[src/rtl/cmd_pkg.sv]
package cmd_pkg;
  parameter int COL_W  = 10;
  parameter int ROW_W  = 9;
  parameter int BIAS_W = 7;
  parameter int OSEL_W = 2;
  parameter int PWR_W  = 3;
  parameter int GAIN_W = 2;
  parameter int TEST_W = 2;

  typedef struct packed {
    logic              greset;
    logic              skim;
    logic              ref_en;
    logic [BIAS_W-1:0] bias;
    logic [OSEL_W-1:0] osel;
    logic [PWR_W-1:0]  pwr;
    logic              progressive;
    logic              invert;
    logic              revert;
    logic [GAIN_W-1:0] gain;
    logic [TEST_W-1:0] test;
  } mode_t;

  typedef struct packed {
    logic [COL_W-1:0] col0;
    logic [ROW_W-1:0] row0;
    logic [COL_W-1:0] cols_m1;
    logic [ROW_W-1:0] rows_m1;
  } window_t;

  localparam int MODE_W  = $bits(mode_t);
  localparam int WIN_W   = $bits(window_t);
  localparam int PAY_W   = (MODE_W > WIN_W) ? MODE_W : WIN_W;
  localparam int FRAME_W = PAY_W + 1;
endpackage

[src/rtl/cmd_edge_det.sv]
module cmd_edge_det #(
  parameter int N = 2
) (
  input  logic         clk,
  input  logic         rst_n,
  input  logic [N-1:0] sig,
  output logic [N-1:0] rise,
  output logic [N-1:0] fall
);
  logic [N-1:0] prev_q;

  always_ff @(posedge clk or negedge rst_n) begin
    if (!rst_n) prev_q <= '0;
    else        prev_q <= sig;
  end

  always_comb begin
    rise = sig & ~prev_q;
    fall = prev_q & ~sig;
  end
endmodule

[src/rtl/cmd_word_rx.sv]
module cmd_word_rx #(
  parameter int FRAME_W = 39
) (
  input  logic               clk,
  input  logic               rst_n,
  input  logic               bit_tick,
  input  logic               bit_val,
  input  logic               abort,
  output logic               done,
  output logic [FRAME_W-1:0] word
);
  localparam int CNT_W = $clog2(FRAME_W);
  localparam logic [CNT_W-1:0] LAST = CNT_W'(FRAME_W - 1);

  logic               busy_q, busy_d;
  logic [CNT_W-1:0]   cnt_q, cnt_d;
  logic [FRAME_W-2:0] sreg_q, sreg_d;

  always_comb begin
    done = bit_tick & busy_q & (cnt_q == LAST);
    word = {sreg_q, bit_val};
  end

  always_comb begin
    busy_d = busy_q;
    cnt_d  = cnt_q;
    sreg_d = sreg_q;
    if (bit_tick) begin
      if (!busy_q) begin
        if (bit_val) begin
          busy_d = 1'b1;
          cnt_d  = '0;
        end
      end else begin
        sreg_d = {sreg_q[FRAME_W-3:0], bit_val};
        if (cnt_q == LAST) begin
          busy_d = 1'b0;
          cnt_d  = '0;
        end else begin
          cnt_d = cnt_q + 1'b1;
        end
      end
    end
    if (abort && !done) begin
      busy_d = 1'b0;
      cnt_d  = '0;
    end
  end

  always_ff @(posedge clk or negedge rst_n) begin
    if (!rst_n) begin
      busy_q <= 1'b0;
      cnt_q  <= '0;
      sreg_q <= '0;
    end else begin
      busy_q <= busy_d;
      cnt_q  <= cnt_d;
      if (bit_tick) sreg_q <= sreg_d;
    end
  end


  cnt_bound_chk: assert property (@(posedge clk) disable iff (!rst_n)
    busy_q |-> (cnt_q <= LAST));


  abort_idle_chk: assert property (@(posedge clk) disable iff (!rst_n)
    (abort && !done) |=> !busy_q);
endmodule

[src/rtl/cmd_stage.sv]
module cmd_stage
  import cmd_pkg::*;
#(
  parameter int COLS = 640,
  parameter int ROWS = 512
) (
  input  logic               clk,
  input  logic               rst_n,
  input  logic               commit,
  input  logic               word_done,
  input  logic [FRAME_W-1:0] word,
  output mode_t              mode_o,
  output window_t            win_o
);
  localparam window_t WIN_DEF = '{col0: '0, row0: '0,
                                  cols_m1: COL_W'(COLS - 1),
                                  rows_m1: ROW_W'(ROWS - 1)};

  mode_t   mode_q, mode_d, mpend_q, mpend_d;
  window_t win_q, win_d, wpend_q, wpend_d;
  logic    mpv_q, mpv_d, wpv_q, wpv_d;

  always_comb begin
    mode_d  = mode_q;
    win_d   = win_q;
    mpend_d = mpend_q;
    wpend_d = wpend_q;
    mpv_d   = mpv_q;
    wpv_d   = wpv_q;
    if (commit) begin
      if (mpv_q) mode_d = mpend_q;
      if (wpv_q) win_d  = wpend_q;
      mpv_d = 1'b0;
      wpv_d = 1'b0;
    end
    if (word_done) begin
      if (word[FRAME_W-1]) begin
        wpend_d = window_t'(word[WIN_W-1:0]);
        wpv_d   = 1'b1;
      end else begin
        mpend_d = mode_t'(word[MODE_W-1:0]);
        mpv_d   = 1'b1;
      end
    end
  end

  always_ff @(posedge clk or negedge rst_n) begin
    if (!rst_n) begin
      mode_q  <= '0;
      win_q   <= WIN_DEF;
      mpend_q <= '0;
      wpend_q <= WIN_DEF;
      mpv_q   <= 1'b0;
      wpv_q   <= 1'b0;
    end else begin
      mode_q  <= mode_d;
      win_q   <= win_d;
      mpend_q <= mpend_d;
      wpend_q <= wpend_d;
      mpv_q   <= mpv_d;
      wpv_q   <= wpv_d;
    end
  end

  assign mode_o = mode_q;
  assign win_o  = win_q;


  mode_hold_chk: assert property (@(posedge clk) disable iff (!rst_n)
    !commit |=> $stable(mode_q));


  win_hold_chk: assert property (@(posedge clk) disable iff (!rst_n)
    !commit |=> $stable(win_q));


  idle_commit_chk: assert property (@(posedge clk) disable iff (!rst_n)
    (commit && !mpv_q && !wpv_q) |=> ($stable(mode_q) && $stable(win_q)));


  pend_clear_chk: assert property (@(posedge clk) disable iff (!rst_n)
    (commit && !word_done) |=> (!mpv_q && !wpv_q));
endmodule

[src/rtl/cmd_serial_regs.sv]
module cmd_serial_regs
  import cmd_pkg::*;
#(
  parameter int COLS = 640,
  parameter int ROWS = 512
) (
  input  logic              clk,
  input  logic              rst_n,
  input  logic              ser_clk,
  input  logic              ser_data,
  input  logic              fsync,
  output logic              global_reset,
  output logic              skim_en,
  output logic              ref_en,
  output logic [BIAS_W-1:0] det_bias,
  output logic [3:0]        lane_en,
  output logic [PWR_W-1:0]  pwr_ctl,
  output logic              rd_progressive,
  output logic              rd_invert,
  output logic              rd_revert,
  output logic [GAIN_W-1:0] gain_code,
  output logic [TEST_W-1:0] test_sel,
  output logic [COL_W-1:0]  win_col0,
  output logic [ROW_W-1:0]  win_row0,
  output logic [COL_W-1:0]  win_cols_m1,
  output logic [ROW_W-1:0]  win_rows_m1
);
  logic [1:0] rsync_q;
  logic       rst_int_n;

  always_ff @(posedge clk or negedge rst_n) begin
    if (!rst_n) rsync_q <= 2'b00;
    else        rsync_q <= {rsync_q[0], 1'b1};
  end
  assign rst_int_n = rsync_q[1];

  logic [1:0] edge_rise, edge_fall;
  logic       fs_rise, bit_tick, word_done;
  logic [FRAME_W-1:0] word;
  mode_t   mode;
  window_t win;

  cmd_edge_det #(.N(2)) u_edge (
    .clk  (clk),
    .rst_n(rst_int_n),
    .sig  ({fsync, ser_clk}),
    .rise (edge_rise),
    .fall (edge_fall)
  );

  assign fs_rise  = edge_rise[1];
  assign bit_tick = edge_fall[0];

  cmd_word_rx #(.FRAME_W(FRAME_W)) u_rx (
    .clk     (clk),
    .rst_n   (rst_int_n),
    .bit_tick(bit_tick),
    .bit_val (ser_data),
    .abort   (fs_rise),
    .done    (word_done),
    .word    (word)
  );

  cmd_stage #(.COLS(COLS), .ROWS(ROWS)) u_stage (
    .clk      (clk),
    .rst_n    (rst_int_n),
    .commit   (fs_rise),
    .word_done(word_done),
    .word     (word),
    .mode_o   (mode),
    .win_o    (win)
  );

  always_comb begin
    unique case (mode.osel)
      2'b01:   lane_en = 4'b0011;
      2'b10:   lane_en = 4'b1111;
      default: lane_en = 4'b0001;
    endcase
  end

  assign global_reset   = mode.greset;
  assign skim_en        = mode.skim;
  assign ref_en         = mode.ref_en;
  assign det_bias       = mode.bias;
  assign pwr_ctl        = mode.pwr;
  assign rd_progressive = mode.progressive;
  assign rd_invert      = mode.invert;
  assign rd_revert      = mode.revert;
  assign gain_code      = mode.gain;
  assign test_sel       = mode.test;
  assign win_col0       = win.col0;
  assign win_row0       = win.row0;
  assign win_cols_m1    = win.cols_m1;
  assign win_rows_m1    = win.rows_m1;


  lane_base_chk: assert property (@(posedge clk) disable iff (!rst_int_n)
    lane_en[0] && ($countones(lane_en) != 3));
endmodule

[config.mk]
export PLATFORM = sky130hd
export DESIGN_NAME = cmd_serial_regs
export DESIGN_NICKNAME = d
export VERILOG_FILES = /design/src/rtl/cmd_pkg.sv /design/src/rtl/cmd_edge_det.sv /design/src/rtl/cmd_word_rx.sv /design/src/rtl/cmd_stage.sv /design/src/rtl/cmd_serial_regs.sv
export SDC_FILE = /design/constraint.sdc
export NUM_CORES = 1
export LEC_CHECK = 0
export ABC_AREA = 0
export BUFFER_PORTS_ARGS = -buffer_cell sky130_fd_sc_hd__buf_2
export CORE_ASPECT_RATIO = 1.75
export CORE_MARGIN = 8
export CORE_UTILIZATION = 39
export CTS_CLUSTER_SIZE = 8
export DETAILED_ROUTE_END_ITERATION = 10
export PLACE_DENSITY = 0.57
export REMOVE_ABC_BUFFERS = 1
export SETUP_SLACK_MARGIN = 0.4
export SLEW_MARGIN = 40
export SYNTH_ARGS = -nofsm -noshare
export SYNTH_HDL_FRONTEND = slang
export SYNTH_HIERARCHICAL = 1
export SYNTH_SLANG_ARGS = --single-unit
[constraint.sdc]
create_clock -name clk -period 6.1 [get_ports clk]
set_input_delay 0.305 -clock clk [delete_from_list [all_inputs] [get_ports clk]]
set_output_delay 0.305 -clock clk [all_outputs]
set_load 0.02 [all_outputs]
Yosys cells after proc, flatten, opt, wreduce, memory -nomap -nowiden. Index checks and enable logic that the tools add are counted.

Register bits after elaboration: 171. Input port bits: 5.

Add/sub/neg operators: 1. Eq/ne operators: 3. Mux-type cells: 17. Bitwise operators: 7. Reduce and logical (&&, ||, !) cells: 10.

Operators by type and width (count): $mux 6 (5); $reduce_and 2->1 (6); $mux 1 (11); $pmux 4 s2 (1); $add 6x1->6 const B (1); $eq 6x6->1 const B (1); $and 1x1->1 (3); $reduce_bool 3->1 (1); $and 2x2->2 (1); $eq 2x1->1 const B (1); $eq 2x2->1 const B (1); $not 1->1 (2); $not 2->2 (1); $reduce_bool 2->1 (1); $logic_and 1x1->1 (1); $logic_not 1->1 (1).

Logic depth before layout (Yosys ltp).
Depth in word-level cells: 8. Depth in mapped cells: 8.

Cells and area by module. Netlist, hierarchy kept.

By module, submodules not included: cmd_stage (instances 1, cells an instance 263, area an instance 4675.7 um^2, sequential area each 3095.5 um^2); cmd_word_rx (instances 1, cells an instance 131, area an instance 1846.8 um^2, sequential area each 1126.1 um^2); cmd_serial_regs (instances 1, cells an instance 8, area an instance 88.8 um^2, sequential area each 50.0 um^2); cmd_edge_det (instances 1, cells an instance 6, area an instance 85.1 um^2, sequential area each 50.0 um^2).

Worst setup path after synthesis. Ideal clock, no wire load.

Kind: in2reg. Start: in ser_clk. End: reg u_stage/mpend_q[0] (netlist name). Library setup time: 125 ps. Data arrival time: 1752 ps. Slack: 4223 ps. Stages: 8. Path buffers: 3. Path through: and2b_2 > nand2_1 > buf_2 > nor2_1 > nor2b_1 > buf_2 > buf_6 > mux2_2.

Word-level cells in the longest chain between the ends: 5.

RTL lines: start: declaration (RTL line cmd_serial_regs.sv:9) `input logic ser_clk,`; $not 1->1 (RTL line cmd_edge_det.sv:19) `fall = prev_q & ~sig;`; $and 1x1->1 (RTL line cmd_edge_det.sv:19); $and 1x1->1 (2 in series) (RTL line cmd_word_rx.sv:20) `done = bit_tick & busy_q & (cnt_q == LAST);`; via word_done (RTL line cmd_serial_regs.sv:38) `logic fs_rise, bit_tick, word_done;`; $reduce_and 2->1 (no line); end signal: assignment (RTL line cmd_stage.sv:58) `mpend_q <= mpend_d;`; end: declaration (RTL line cmd_stage.sv:19) `mode_t mode_q, mode_d, mpend_q, mpend_d;`.

The timed path passes the listed nets, and every way through them passes these cells. A chain may end at the register's enable or synchronous reset.

Final worst setup path.
Start: in ser_clk. End: reg u_stage/mpend_q[15] (netlist name).

Word-level cells in the longest chain between the ends: 5.

RTL lines: $not 1->1 (RTL line cmd_edge_det.sv:19); $and 1x1->1 (RTL line cmd_edge_det.sv:19); via edge_fall[0] (RTL line cmd_serial_regs.sv:37) `logic [1:0] edge_rise, edge_fall;`; $and 1x1->1 (2 in series) (RTL line cmd_word_rx.sv:20); via word_done (RTL line cmd_serial_regs.sv:38); $reduce_and 2->1 (no line).

The timed path passes the listed nets, and every way through them passes these cells.

==> summary.txt <==
Clock tree
  – CTS Buffer Depth: 2
  – Worst-path clk slew: roughly 0.06 ns
  – Clock latency at the later pin of the worst-skew pair: ~0.42 ns
  – CTS tree: yes
  – Clk sinks: ~170
  – CTS root buffer: clkbuf_16
  – Post-CTS Setup Inserts: 0
  – H-Tree Depth: 4
  – CTS Buf Count: 17

GRT
  – Initial antenna violation count: 0
  – First-pass GRT wire length: between 15 and 20 mm
  – Grt ovf: 0
  – Vias in the first global route: about 3,700
  – Largest net degree at the start of global routing: 69
  – GR Util All Layers: 0.116

Cells and area
  – Area of the multi-input gates: ~2200 um^2
  – Layout cell share with drive strength beyond 1: 0.572
  – Nets: approximately 480
  – Area grow syn2layout: 16.9%
  – FF/Latch Area: ~4300 um^2
  – Fillers: approximately 1,500
  – ANT cells: 0

Placed design
  – HPWL Detailed: roughly 7.4 mm
  – Port buffer count: 65
  – RePlAce Congestion: between 0.7 and 0.8

Detailed routing
  – DRC: 0
  – Wire per inst: 16.2 um
  – DRT iter0 DRCs: ~130
  – Antenna Nets Post-Route: 0
  – WL final: 11.6 mm
  – Vias: around 3,400
  – 1st-pass router iterations: 6
  – Number of vias per cell: 4.72

Power and ir drop
  – Switch Pwr: between 0.4 and 0.5 mW
  – Peak supply drop: roughly 0.22 mV
  – Power Internal: between 1.5 and 2 mW
  – Pwr per Cell Area: 294 nW/um^2
  – Comb power frac: 0.025
  – Part of the power in registers: 0.513
  – Leakage: a little over 4 nW
  – Clock Power Share: 0.462
  – Switching share of power: 0.217

STA
  – Hold_ws: 0.191 ns
  – Pins Over Slew Limit: 0
  – Fmax: approximately 0.4 GHz
  – Final setup fails: 0
  – Tightest Pin Transition: approximately 0.66 ns
  – RSZ-0062 raised after global routing: false
  – Tmin final: about 2.6 ns
  – Tcrit/Tclk final: 0.422
  – Setup TNS: 0 ns
  – Worst Skew: between 0.01 and 0.015 ns
  – Hold Vio Cnt, Final: 0
  – Worst slew margin: 0.560

Floorplanning
  – Initial Util: 0.396
  – Die footprint: roughly 22,000 um^2
  – Chip Width: roughly 110 um
  – Die height: roughly 190 um
  – Core area: roughly 17,000 um^2
  – Ports: 67
  – Cell row count: between 60 and 70

Setup path
  – CP delay by family, top: simple AND/OR/NAND/NOR gates
  – Crit-path cells: dlygate4sd3_1 > buf_2 > and2b_2 > nand2_4 > nor2_1 > nor2b_2 > buf_4 > mux2_1
  – Worst EP arrival: 2.86 ns
  – Buf/Inv on CP: 3
  – Setup CP Type: in -> reg
  – Critical Path Sink Type: flip-flop
  – Critical Path Start Type: input pin
  – Crit path max-delay cell type: dlygate4sd3_1
  – CP max FO: between 40 and 50
  – Max incr delay on CP: about 0.53 ns
  – CP required: roughly 6.4 ns

Yosys
  – YS warnings: 6
  – Mapped Area: between 6000 and 7000 um^2
  – Cells after synthesis: roughly 410
  – Syn_area_per_cell: roughly 16 um^2

Worst hold path
  – Hold WC Path Type: in -> async

Outcome
  – Status: completed

Run
  – Max Cap Viol: 0
-- per-layer routing --
layer	GRT usage	share of wire
met1	0.133	0.42
met2	0.198	0.52
met3	0.0313	0.037
met4	0.0488	0.018
met5	0	0
-- stage by stage --
stage | worst slack (ns) | cell area, um^2 | cells | utilization | power (mW)
floorplan | 1.04 | 6510 | 384 | - | 1.23
global placement | 3.11 | 7150 | 679 | 0.424 | 1.25
detailed placement | 3.62 | 7170 | 679 | 0.425 | 1.25
CTS | 3.50 | 7780 | 714 | 0.461 | 2.33
global route | 3.37 | 7810 | 715 | 0.463 | 2.39
finish | 3.53 | 7810 | 715 | 0.463 | 2.29
-- worst reg2reg max path, delay by kind of cell, from the launching register on --
kind	cells	cell delay [ns]
AND/OR/NAND/NOR	3	0.99
flip-flops	1	0.54
multiplexers	1	0.39
buffers and inverters	1	0.33
-- sequential cells by signal, indices dropped and copies added, names as in the netlist --
signal	cells
rsync_q	2
u_stage/wpend_q	38
u_rx/busy_q	1
u_rx/sreg_q	38
u_stage/wpv_q	1
u_rx/cnt_q	6
u_edge/prev_q	2
u_stage/mpend_q	22
u_stage/mpv_q	1
u_stage/win_o	38
u_stage/mode_o	22
-- path summary, 6_finish.rpt --
path / startpoint / to / slack (ns) / depth (start not counted)
max in group asynchronous: rsync_q[1] / u_stage/wpend_q[26] / 4.77 / 2
worst max-delay path: ser_clk / u_stage/mpend_q[15] / 3.53 / 8
min in group clk: ser_data / u_rx/sreg_q[0] / 0.22 / 2
worst min-delay path: rst_n / rsync_q[1] / 0.19 / 2
worst min register to register: rsync_q[1] / u_stage/mpend_q[7] / 0.20 / 0
worst max register to register: u_rx/busy_q / u_stage/mpend_q[15] / 3.73 / 5
-- final cells by class --
cell class,count,share of cell area
Tap cell,227,0.0364
Clock inverter,12,0.0175
Inverter,6,0.00288
Timing Repair Buffer,72,0.0514
Sequential cell,171,0.554
Multi-Input combinational cell,207,0.281
Clock buffer,20,0.0572
-- timing repair --
| action | 4_1_cts | 5_1_grt |
|---|---|---|
| hold buffers | 3 | 0 |
| resized for setup | 0 | 0 |
| endpoints found under the hold margin | 4 | 0 |
| setup endpoints to repair | 0 | 0 |
-- layout by cell type (no fill, tap or decap), drive strengths merged, types with 3 or more instances in the layout --
master	instances
buf	69
nand2	8
clkinv	3
ha	3
dlygate4sd3	3
nor2	6
inv	10
dfrtp	137
clkinvlp	3
a21oi	4
clkbuf	20
nand4	4
mux2	158
dfstp	34
-- power by group through the flow --
stage	sequential (mW)	clock, mW	combinational (mW)
after floorplan	1.20	0	0.0277
after global placement	1.20	0	0.0480
after detailed placement	1.20	0	0.0498
after CTS	1.18	1.10	0.0526
after global routing	1.18	1.14	0.0661
final	1.18	1.06	0.0572
Note: power is estimated with default switching activity, not from simulation.
